`src/rtl/pll_calc_pkg.sv`:
```
package pll_calc_pkg;
  typedef enum logic [2:0] {
    CFG_MULT    = 3'd0,
    CFG_PLL_EN  = 3'd1,
    CFG_CH_EN   = 3'd2,
    CFG_CH_PRES = 3'd3,
    CFG_CH_DIV  = 3'd4
  } cfg_kind_e;

  typedef enum logic [2:0] {
    ST_IDLE,
    ST_VCO,
    ST_CHAN,
    ST_DIVW,
    ST_COMMIT
  } eng_state_e;
endpackage

```
`src/rtl/pll_cfg_regs.sv`:
```
module pll_cfg_regs
  import pll_calc_pkg::*;
#(
  parameter int NCH      = 3,
  parameter int DW       = 32,
  parameter int CHW      = 2,
  parameter int MULT_MIN = 8,
  parameter int MULT_MAX = 86,
  parameter int MULT_RST = 8
) (
  input  logic                    clk,
  input  logic                    rst_n,
  input  logic                    wr_en,
  input  logic [2:0]              kind,
  input  logic [CHW-1:0]          chan,
  input  logic [DW-1:0]           data,
  output logic [DW-1:0]           mult,
  output logic                    pll_en,
  output logic [NCH-1:0]          ch_en,
  output logic [NCH-1:0]          ch_pres,
  output logic [NCH-1:0][DW-1:0]  ch_div,
  output logic                    changed
);
  logic [NCH-1:0] hit;
  logic [NCH-1:0] ch_chg;
  logic           mult_ok;
  logic           mult_chg;
  logic           en_chg;

  assign mult_ok  = (data >= DW'(MULT_MIN)) && (data <= DW'(MULT_MAX));
  assign mult_chg = wr_en && (kind == CFG_MULT) && mult_ok && (data != mult);
  assign en_chg   = wr_en && (kind == CFG_PLL_EN) && (data[0] != pll_en);

  for (genvar i = 0; i < NCH; i++) begin : g_ch
    assign hit[i] = wr_en && (chan == CHW'(i));

    always_comb begin
      ch_chg[i] = 1'b0;
      if (hit[i]) begin
        case (kind)
          CFG_CH_EN:   ch_chg[i] = (data[0] != ch_en[i]);
          CFG_CH_PRES: ch_chg[i] = (data[0] != ch_pres[i]);
          CFG_CH_DIV:  ch_chg[i] = (data != ch_div[i]);
          default:     ch_chg[i] = 1'b0;
        endcase
      end
    end

    always_ff @(posedge clk or negedge rst_n) begin
      if (!rst_n) begin
        ch_en[i]   <= 1'b0;
        ch_pres[i] <= 1'b1;
        ch_div[i]  <= '0;
      end else if (ch_chg[i]) begin
        case (kind)
          CFG_CH_EN:   ch_en[i]   <= data[0];
          CFG_CH_PRES: ch_pres[i] <= data[0];
          default:     ch_div[i]  <= data;
        endcase
      end
    end
  end

  assign changed = mult_chg || en_chg || (|ch_chg);

  always_ff @(posedge clk or negedge rst_n) begin
    if (!rst_n) begin
      mult   <= DW'(MULT_RST);
      pll_en <= 1'b0;
    end else begin
      if (mult_chg) mult <= data;
      if (en_chg)   pll_en <= data[0];
    end
  end
endmodule

```
`src/rtl/pll_seq_div.sv`:
```
module pll_seq_div #(
  parameter int W  = 64,
  parameter int DW = 32
) (
  input  logic          clk,
  input  logic          rst_n,
  input  logic          start,
  input  logic [W-1:0]  dividend,
  input  logic [DW-1:0] divisor,
  output logic          done,
  output logic [W-1:0]  quot
);
  localparam int CNTW = (W > 1) ? $clog2(W) : 1;

  logic [DW-1:0]   rem_q;
  logic [W-1:0]    quo_q;
  logic [CNTW-1:0] cnt_q;
  logic            run_q;
  logic [DW:0]     shifted;
  logic [DW:0]     trial;
  logic            fits;

  assign shifted = {rem_q, quo_q[W-1]};
  assign fits    = shifted >= {1'b0, divisor};
  assign trial   = fits ? (shifted - {1'b0, divisor}) : shifted;
  assign quot    = quo_q;

  always_ff @(posedge clk or negedge rst_n) begin
    if (!rst_n) begin
      rem_q <= '0;
      quo_q <= '0;
      cnt_q <= '0;
      run_q <= 1'b0;
      done  <= 1'b0;
    end else if (start) begin
      rem_q <= '0;
      quo_q <= dividend;
      cnt_q <= CNTW'(W - 1);
      run_q <= 1'b1;
      done  <= 1'b0;
    end else if (run_q) begin
      rem_q <= trial[DW-1:0];
      quo_q <= {quo_q[W-2:0], fits};
      if (cnt_q == '0) begin
        run_q <= 1'b0;
        done  <= 1'b1;
      end else begin
        cnt_q <= cnt_q - 1'b1;
      end
    end else begin
      done <= 1'b0;
    end
  end
endmodule

```
`src/rtl/pll_chan_engine.sv`:
```
module pll_chan_engine
  import pll_calc_pkg::*;
#(
  parameter int NCH = 3,
  parameter int FW  = 64,
  parameter int DW  = 32
) (
  input  logic                    clk,
  input  logic                    rst_n,
  input  logic                    start,
  input  logic [FW-1:0]           ref_in,
  input  logic [DW-1:0]           mult,
  input  logic                    pll_en,
  input  logic [NCH-1:0]          ch_en,
  input  logic [NCH-1:0]          ch_pres,
  input  logic [NCH-1:0][DW-1:0]  ch_div,
  input  logic                    div_done,
  input  logic [FW-1:0]           div_quot,
  output logic                    div_start,
  output logic [FW-1:0]           div_dividend,
  output logic [DW-1:0]           div_divisor,
  output logic [FW-1:0]           ref_used,
  output logic                    busy,
  output logic [NCH-1:0][FW-1:0]  ch_hz,
  output logic [NCH-1:0]          ch_upd
);
  localparam int IDXW = (NCH > 1) ? $clog2(NCH) : 1;

  eng_state_e     state_q;
  logic [IDXW-1:0] idx_q;
  logic [FW-1:0]  vco_q;
  logic [FW-1:0]  res_q;
  logic           pres_cur;
  logic           gated;
  logic           last;

  assign pres_cur     = ch_pres[idx_q];
  assign gated        = !pll_en || !ch_en[idx_q] || (ch_div[idx_q] == '0);
  assign last         = (idx_q == IDXW'(NCH - 1));
  assign busy         = (state_q != ST_IDLE);
  assign div_start    = (state_q == ST_CHAN) && pres_cur && !gated;
  assign div_dividend = vco_q;
  assign div_divisor  = ch_div[idx_q];

  always_ff @(posedge clk or negedge rst_n) begin
    if (!rst_n) begin
      state_q  <= ST_IDLE;
      idx_q    <= '0;
      vco_q    <= '0;
      res_q    <= '0;
      ref_used <= '0;
      ch_hz    <= '0;
      ch_upd   <= '0;
    end else begin
      ch_upd <= '0;
      case (state_q)
        ST_IDLE: begin
          if (start) begin
            ref_used <= ref_in;
            state_q  <= ST_VCO;
          end
        end
        ST_VCO: begin
          vco_q   <= ref_used * FW'(mult);
          idx_q   <= '0;
          state_q <= ST_CHAN;
        end
        ST_CHAN: begin
          if (!pres_cur) begin
            if (last) state_q <= ST_IDLE;
            else      idx_q   <= idx_q + 1'b1;
          end else if (gated) begin
            res_q   <= '0;
            state_q <= ST_COMMIT;
          end else begin
            state_q <= ST_DIVW;
          end
        end
        ST_DIVW: begin
          if (div_done) begin
            res_q   <= div_quot;
            state_q <= ST_COMMIT;
          end
        end
        ST_COMMIT: begin
          if (res_q != ch_hz[idx_q]) begin
            ch_hz[idx_q]  <= res_q;
            ch_upd[idx_q] <= 1'b1;
          end
          if (last) begin
            state_q <= ST_IDLE;
          end else begin
            idx_q   <= idx_q + 1'b1;
            state_q <= ST_CHAN;
          end
        end
        default: state_q <= ST_IDLE;
      endcase
    end
  end
endmodule

```
`src/rtl/pll_freq_calc.sv`:
```
module pll_freq_calc
  import pll_calc_pkg::*;
#(
  parameter int NCH      = 3,
  parameter int FW       = 64,
  parameter int DW       = 32,
  parameter int CHW      = (NCH > 1) ? $clog2(NCH + 1) : 1,
  parameter int MULT_MIN = 8,
  parameter int MULT_MAX = 86,
  parameter int MULT_RST = 8
) (
  input  logic                   clk,
  input  logic                   rst_n,
  input  logic [FW-1:0]          ref_hz,
  input  logic                   cfg_valid,
  output logic                   cfg_ready,
  input  logic [2:0]             cfg_kind,
  input  logic [CHW-1:0]         cfg_chan,
  input  logic [DW-1:0]          cfg_data,
  output logic                   busy,
  output logic [NCH-1:0][FW-1:0] ch_hz,
  output logic [NCH-1:0]         ch_upd
);
  logic [DW-1:0]          mult_w;
  logic                   pll_en_w;
  logic [NCH-1:0]         ch_en_w;
  logic [NCH-1:0]         ch_pres_w;
  logic [NCH-1:0][DW-1:0] ch_div_w;
  logic                   changed_w;
  logic                   accept_w;
  logic                   start_w;
  logic [FW-1:0]          ref_used_w;
  logic                   div_start_w;
  logic                   div_done_w;
  logic [FW-1:0]          div_dividend_w;
  logic [DW-1:0]          div_divisor_w;
  logic [FW-1:0]          div_quot_w;

  assign cfg_ready = !busy;
  assign accept_w  = cfg_valid && cfg_ready;
  assign start_w   = !busy && ((accept_w && changed_w) || (ref_hz != ref_used_w));

  pll_cfg_regs #(
    .NCH(NCH), .DW(DW), .CHW(CHW),
    .MULT_MIN(MULT_MIN), .MULT_MAX(MULT_MAX), .MULT_RST(MULT_RST)
  ) u_regs (
    .clk(clk), .rst_n(rst_n), .wr_en(accept_w), .kind(cfg_kind),
    .chan(cfg_chan), .data(cfg_data), .mult(mult_w), .pll_en(pll_en_w),
    .ch_en(ch_en_w), .ch_pres(ch_pres_w), .ch_div(ch_div_w),
    .changed(changed_w)
  );

  pll_chan_engine #(.NCH(NCH), .FW(FW), .DW(DW)) u_eng (
    .clk(clk), .rst_n(rst_n), .start(start_w), .ref_in(ref_hz),
    .mult(mult_w), .pll_en(pll_en_w), .ch_en(ch_en_w), .ch_pres(ch_pres_w),
    .ch_div(ch_div_w), .div_done(div_done_w), .div_quot(div_quot_w),
    .div_start(div_start_w), .div_dividend(div_dividend_w),
    .div_divisor(div_divisor_w), .ref_used(ref_used_w), .busy(busy),
    .ch_hz(ch_hz), .ch_upd(ch_upd)
  );

  pll_seq_div #(.W(FW), .DW(DW)) u_div (
    .clk(clk), .rst_n(rst_n), .start(div_start_w),
    .dividend(div_dividend_w), .divisor(div_divisor_w),
    .done(div_done_w), .quot(div_quot_w)
  );
endmodule

```
`config.mk`:
```
export PLATFORM = sky130hd
export DESIGN_NAME = pll_freq_calc
export DESIGN_NICKNAME = d
export VERILOG_FILES = /design/src/rtl/pll_calc_pkg.sv /design/src/rtl/pll_cfg_regs.sv /design/src/rtl/pll_seq_div.sv /design/src/rtl/pll_chan_engine.sv /design/src/rtl/pll_freq_calc.sv
export SDC_FILE = /design/constraint.sdc
export NUM_CORES = 2
export LEC_CHECK = 0
export BUFFER_PORTS_ARGS = -buffer_cell sky130_fd_sc_hd__buf_4
export CORE_UTILIZATION = 50
export CTS_BUF_LIST = sky130_fd_sc_hd__clkbuf_8
export CTS_CLUSTER_SIZE = 12
export DETAILED_ROUTE_END_ITERATION = 7
export PLACE_DENSITY = 0.74
export SLEW_MARGIN = 10
export SYNTH_ARGS = -nofsm -noshare
export SYNTH_HDL_FRONTEND = slang
export SYNTH_HIERARCHICAL = 1
export SYNTH_SLANG_ARGS = --single-unit
```
`constraint.sdc`:
```
create_clock -name clk -period 8.4 [get_ports clk]
set_input_delay 0.84 -clock clk [delete_from_list [all_inputs] [get_ports clk]]
set_output_delay 0.84 -clock clk [all_outputs]
set_load 0.01 [all_outputs]
```
==> impl_summary.txt <==
----------------------------------------------------
[Status]
  Run status ... finished with violations
  Violations in the final reports ... design-rule violations

[STA]
  Count of pins over their slew limit ... 0
  FMAX ... 124 MHz
  Clock Skews ... 99.2 ps
  Worst hold slack ... 78.1 ps
  Final setup TNS ... 0 ps
  Shortest clock period the worst path allows after layout ... 8040 ps
  Fraction of the cycle the final worst path needs ... 0.957
  Count of final hold-check violations ... 0
  Worst slew pin tran ... 1140 ps
  Max transition margin ... 0.236
  # setup viols final ... 0
  Unrepaired setup endpoints after global routing ... no

[Logic synthesis]
  Netlist cell types ... 101
  Ys async rst share ... 1.00
  Part of the Yosys area used for sequential elements ... 0.203
  Simple logic cell fraction of the synthesized area ... 0.139
  Fraction of the mapped netlist area in compound gates ... 0.0574
  Arithmetic-cell share of the synthesized area counting full adders, half adders and majority gates ... 0.383
  Largest family of logic cells by synthesized area ... adder cells
  Top_reg_cell synth ... sky130_fd_sc_hd__dfrtp_1
  Gate count of the mapped netlist ... 7961
  Number of storage elements in the synthesis netlist ... 631
  Post-synthesis mux area share ... 0.0749
  Xor/xnor share of the synthesized area ... 0.0453
  Post-Syn Nets ... 9626
  Number of enable-type register cells in the synthesized netlist ... 0
  Syn_area_per_cell ... 9.78 µm²
  Synth Cell Area ... 0.0779 mm²
  Yosys synthesis warning count ... 6

[Critical path]
  Arrival @ worst endpoint ... 8690 ps
  Worst Setup End Kind ... flip-flop
  Peak per-stage delay on the critical path ... 560 ps
  Launching element of the worst setup path ... u_eng/ref_used[14]
  R2R setup slack ... 360 ps
  Endpoint of the lowest-slack register-to-register path ... u_eng/div_dividend[62]
  Nature of the critical path startpoint ... flip-flop
  Critical Path Sink ... u_eng/div_dividend[62]
  Required time of the worst setup path ... 9050 ps
  Standard cell with the maximum stage delay on the critical path ... sky130_fd_sc_hd__fa_1
  Start of the worst register-to-register path ... u_eng/ref_used[14]
  Critical Path Fanout Max ... 23
  Worst Reg2Reg Path Length in Cells ... 27
  Most Frequent Cell on Critical Path ... sky130_fd_sc_hd__fa_1
  Kind of critical path ... flip-flop to flip-flop

[Power and ir drop]
  Total power per unit cell area ... 77.9 mW/mm²
  Leakage Power ... 41.6 nW
  Maximum vdd ir drop ... 0.000114 V
  Overall power after layout ... 0.00663 W

[Routing]
  Overall routed net length ... 235 mm
  First-pass detailed-route iteration total ... 8
  Total number of vias ... 57400
  Antenna violation net count after detailed routing ... 0
  DR vias/cell ... 5.60
  DRC ... 224
  DRC violation total after the first TritonRoute iteration ... 4946
  Routed wire length per instance ... 22.9 µm

[Die]
  Die Footprint ... 0.157 mm²
  Chip width ... 397 µm
  Die Ht ... 397 µm
  I/O pins ... 301
  Std-Cell Rows ... 144
  Initial Util ... 0.504
  Core Box Area ... 0.154 mm²

[Final layout]
  Fraction of final layout cells with drive strength greater than 1 ... 0.147
  Number of nets in the layout ... 9776
  Area added between synthesis and finish ... 9.31%

[Place]
  Final weighted congestion in routability-driven placement ... 0.961
  Detailed-placement wirelength estimate ... 183 mm
  Count of input and output buffers ... 300

[Clocking]
  Maximum level of the CTS H-tree ... 3
  Total clock sinks ... 631
  Latest clock arrival within the worst-skew pair ... 870 ps
  Maximum buffer depth of the clock tree ... 3
  Buffer type at the clock tree root ... sky130_fd_sc_hd__clkbuf_8
  Post-CTS clock slew at the launch and capture registers of the worst setup and hold paths ... 60 ps
  CTS buffer count ... 107
  Clock tree from TritonCTS ... done

[GRT]
  Total Routing Usage GR ... 0.303
  Gr ovfl total ... 0
  Maximum number of pins on one net before global-route repair ... 194
  Wire length of the first global-routing pass ... 364 mm
  Via count of the first global-routing pass ... 61300
  Initial antenna violation count ... 21

[Flow run]
  MaxCap Viol Count ... 0

[Hold path]
  Class of the most critical hold timing path ... input port to asynchronous set/reset pin

----------------------------------------------------
[Yosys cell counts (all sizes together) (13+ instances only)]
library cell	n	share of area
a21oi	201	0.014
nor2	173	0.0084
nor4	44	0.0042
dfrtp	627	0.20
o21bai	23	0.0022
o21ai	211	0.014
mux2	368	0.053
nand2	1165	0.056
and3	16	0.0013
nand2b	16	0.0013
a211oi	31	0.0040
xnor2	232	0.026
mux2i	167	0.021
a22o	66	0.0074
o21a	13	0.0013
ha	192	0.031
fa	1369	0.35
clkbuf	393	0.020
nand3	20	0.0013
inv	1402	0.068
nor2b	16	0.0013
and2	660	0.053
nor3	35	0.0022
xor2	171	0.019
buf	110	0.011
o211ai	15	0.0016
a21o	42	0.0041
nand4	78	0.0065
[stage by stage]
step	std cells	setup WS [ps]	util	cell area, µm²
floorplan	7961	911	-	77900
global placement	10000	140	0.535	82600
detailed placement	10000	18.4	0.535	82600
CTS	10200	15.7	0.550	84900
global route	10200	2.80	0.551	85100
finish	10300	357	0.551	85100
[placed cells by master (no fill, tap or decap), drive strengths merged, types with 6 or more instances in the layout]
cell	count
nand4	78
diode	7
nor3	35
ha	192
o211ai	15
bufinv	6
xor2	171
dfrtp	627
mux2	368
nor2b	16
buf	544
clkinv	19
a211oi	31
a21o	42
o21ai	211
nand2b	16
a22o	66
and2	660
nor4	44
a31oi	11
xnor2	232
inv	1449
clkbuf	125
fa	1369
nand2	1165
and3	16
o21a	13
mux2i	167
nand3	20
o21bai	23
nor2	173
a21oi	201
o31ai	11
[final cells by class]
class,instances,area [µm²]
Multi-Input combinational cell,5425,54500
Sequential cell,631,15900
Fill cell,13200,69300
Inverter,1402,5260
Clock buffer,125,1720
Timing Repair Buffer,544,4540
Clock inverter,76,588
Antenna cell,7,17.5
Tap cell,2044,2560
[metal layers]
layer  part of all wire  vias up  global-route usage
met1               0.40    29300               0.402
met4              0.042       30               0.117
met2               0.45     2933               0.466
li1                   -    24500                   -
met3               0.11      552              0.0929
met5            0.00074        -                   0
[worst min path at each step]
stage	from	cells past startpoint	slack, ps	end
2_1_floorplan	u_eng/div_dividend[0]	2	440	u_eng/div_dividend[0]
3_3_place_gp	u_eng/div_dividend[0]	2	460	u_eng/div_dividend[0]
3_5_place_dp	u_eng/div_dividend[1]	2	470	u_eng/div_dividend[1]
4_1_cts	rst_n	1	50	u_div/rem_q[22]
5_1_grt	rst_n	1	120	u_div/rem_q[22]
6_report	rst_n	1	80	u_div/rem_q[22]
[flip-flops by register name, indices dropped and copies added, names as in the netlist]
| signal | flops |
|---|---|
| u_eng/ch_hz | 192 |
| u_regs/ch_div | 96 |
| u_div/quot | 64 |
| u_eng/div_dividend | 64 |
| u_eng/ref_used | 64 |
| u_eng/res_q | 64 |
| u_div/rem_q | 32 |
| u_regs/mult | 32 |
| u_div/cnt_q | 6 |
| u_eng/ch_upd | 3 |
| u_eng/state_q | 3 |
| u_regs/ch_en | 3 |
| u_regs/ch_pres | 3 |
| u_eng/idx_q | 2 |
| u_div/done | 1 |
| u_div/run_q | 1 |
| u_regs/pll_en | 1 |
[power by group]
part	leakage [nW]	total (W)	internal [W]	switching (W)
logic	31.7	0.000467	0.000152	0.000315
registers	8.57	0.00315	0.00306	0.0000886
clock network	1.33	0.00302	0.00157	0.00145
[timing repair]
action	CTS	global route
hold buffers	0	0
pin swaps	0	1
endpoints found under the setup margin	2	20
gates resized for setup	1	50
buffers inserted	0	6
[critical path: cells and delay by family (launching register included)]
family	cells	cell delay [ps]
AOI/OAI and AO/OA	7	1430
adders and majority gates	9	4370
DFF	1	500
xor gates and xnor gates	1	240
and+or+nand+nor	3	500
buffers and inverters	7	780
[cells by family after synthesis]
kind of cell	after synthesis
AND/OR/NAND/NOR	2247
XOR/XNOR	403
multiplexers	535
flip-flops	631
AO/OA/AOI/OAI	679
adder cells (fa/ha/maj)	1561
buffers and inverters	1905
(Power assumes the default switching activity.)
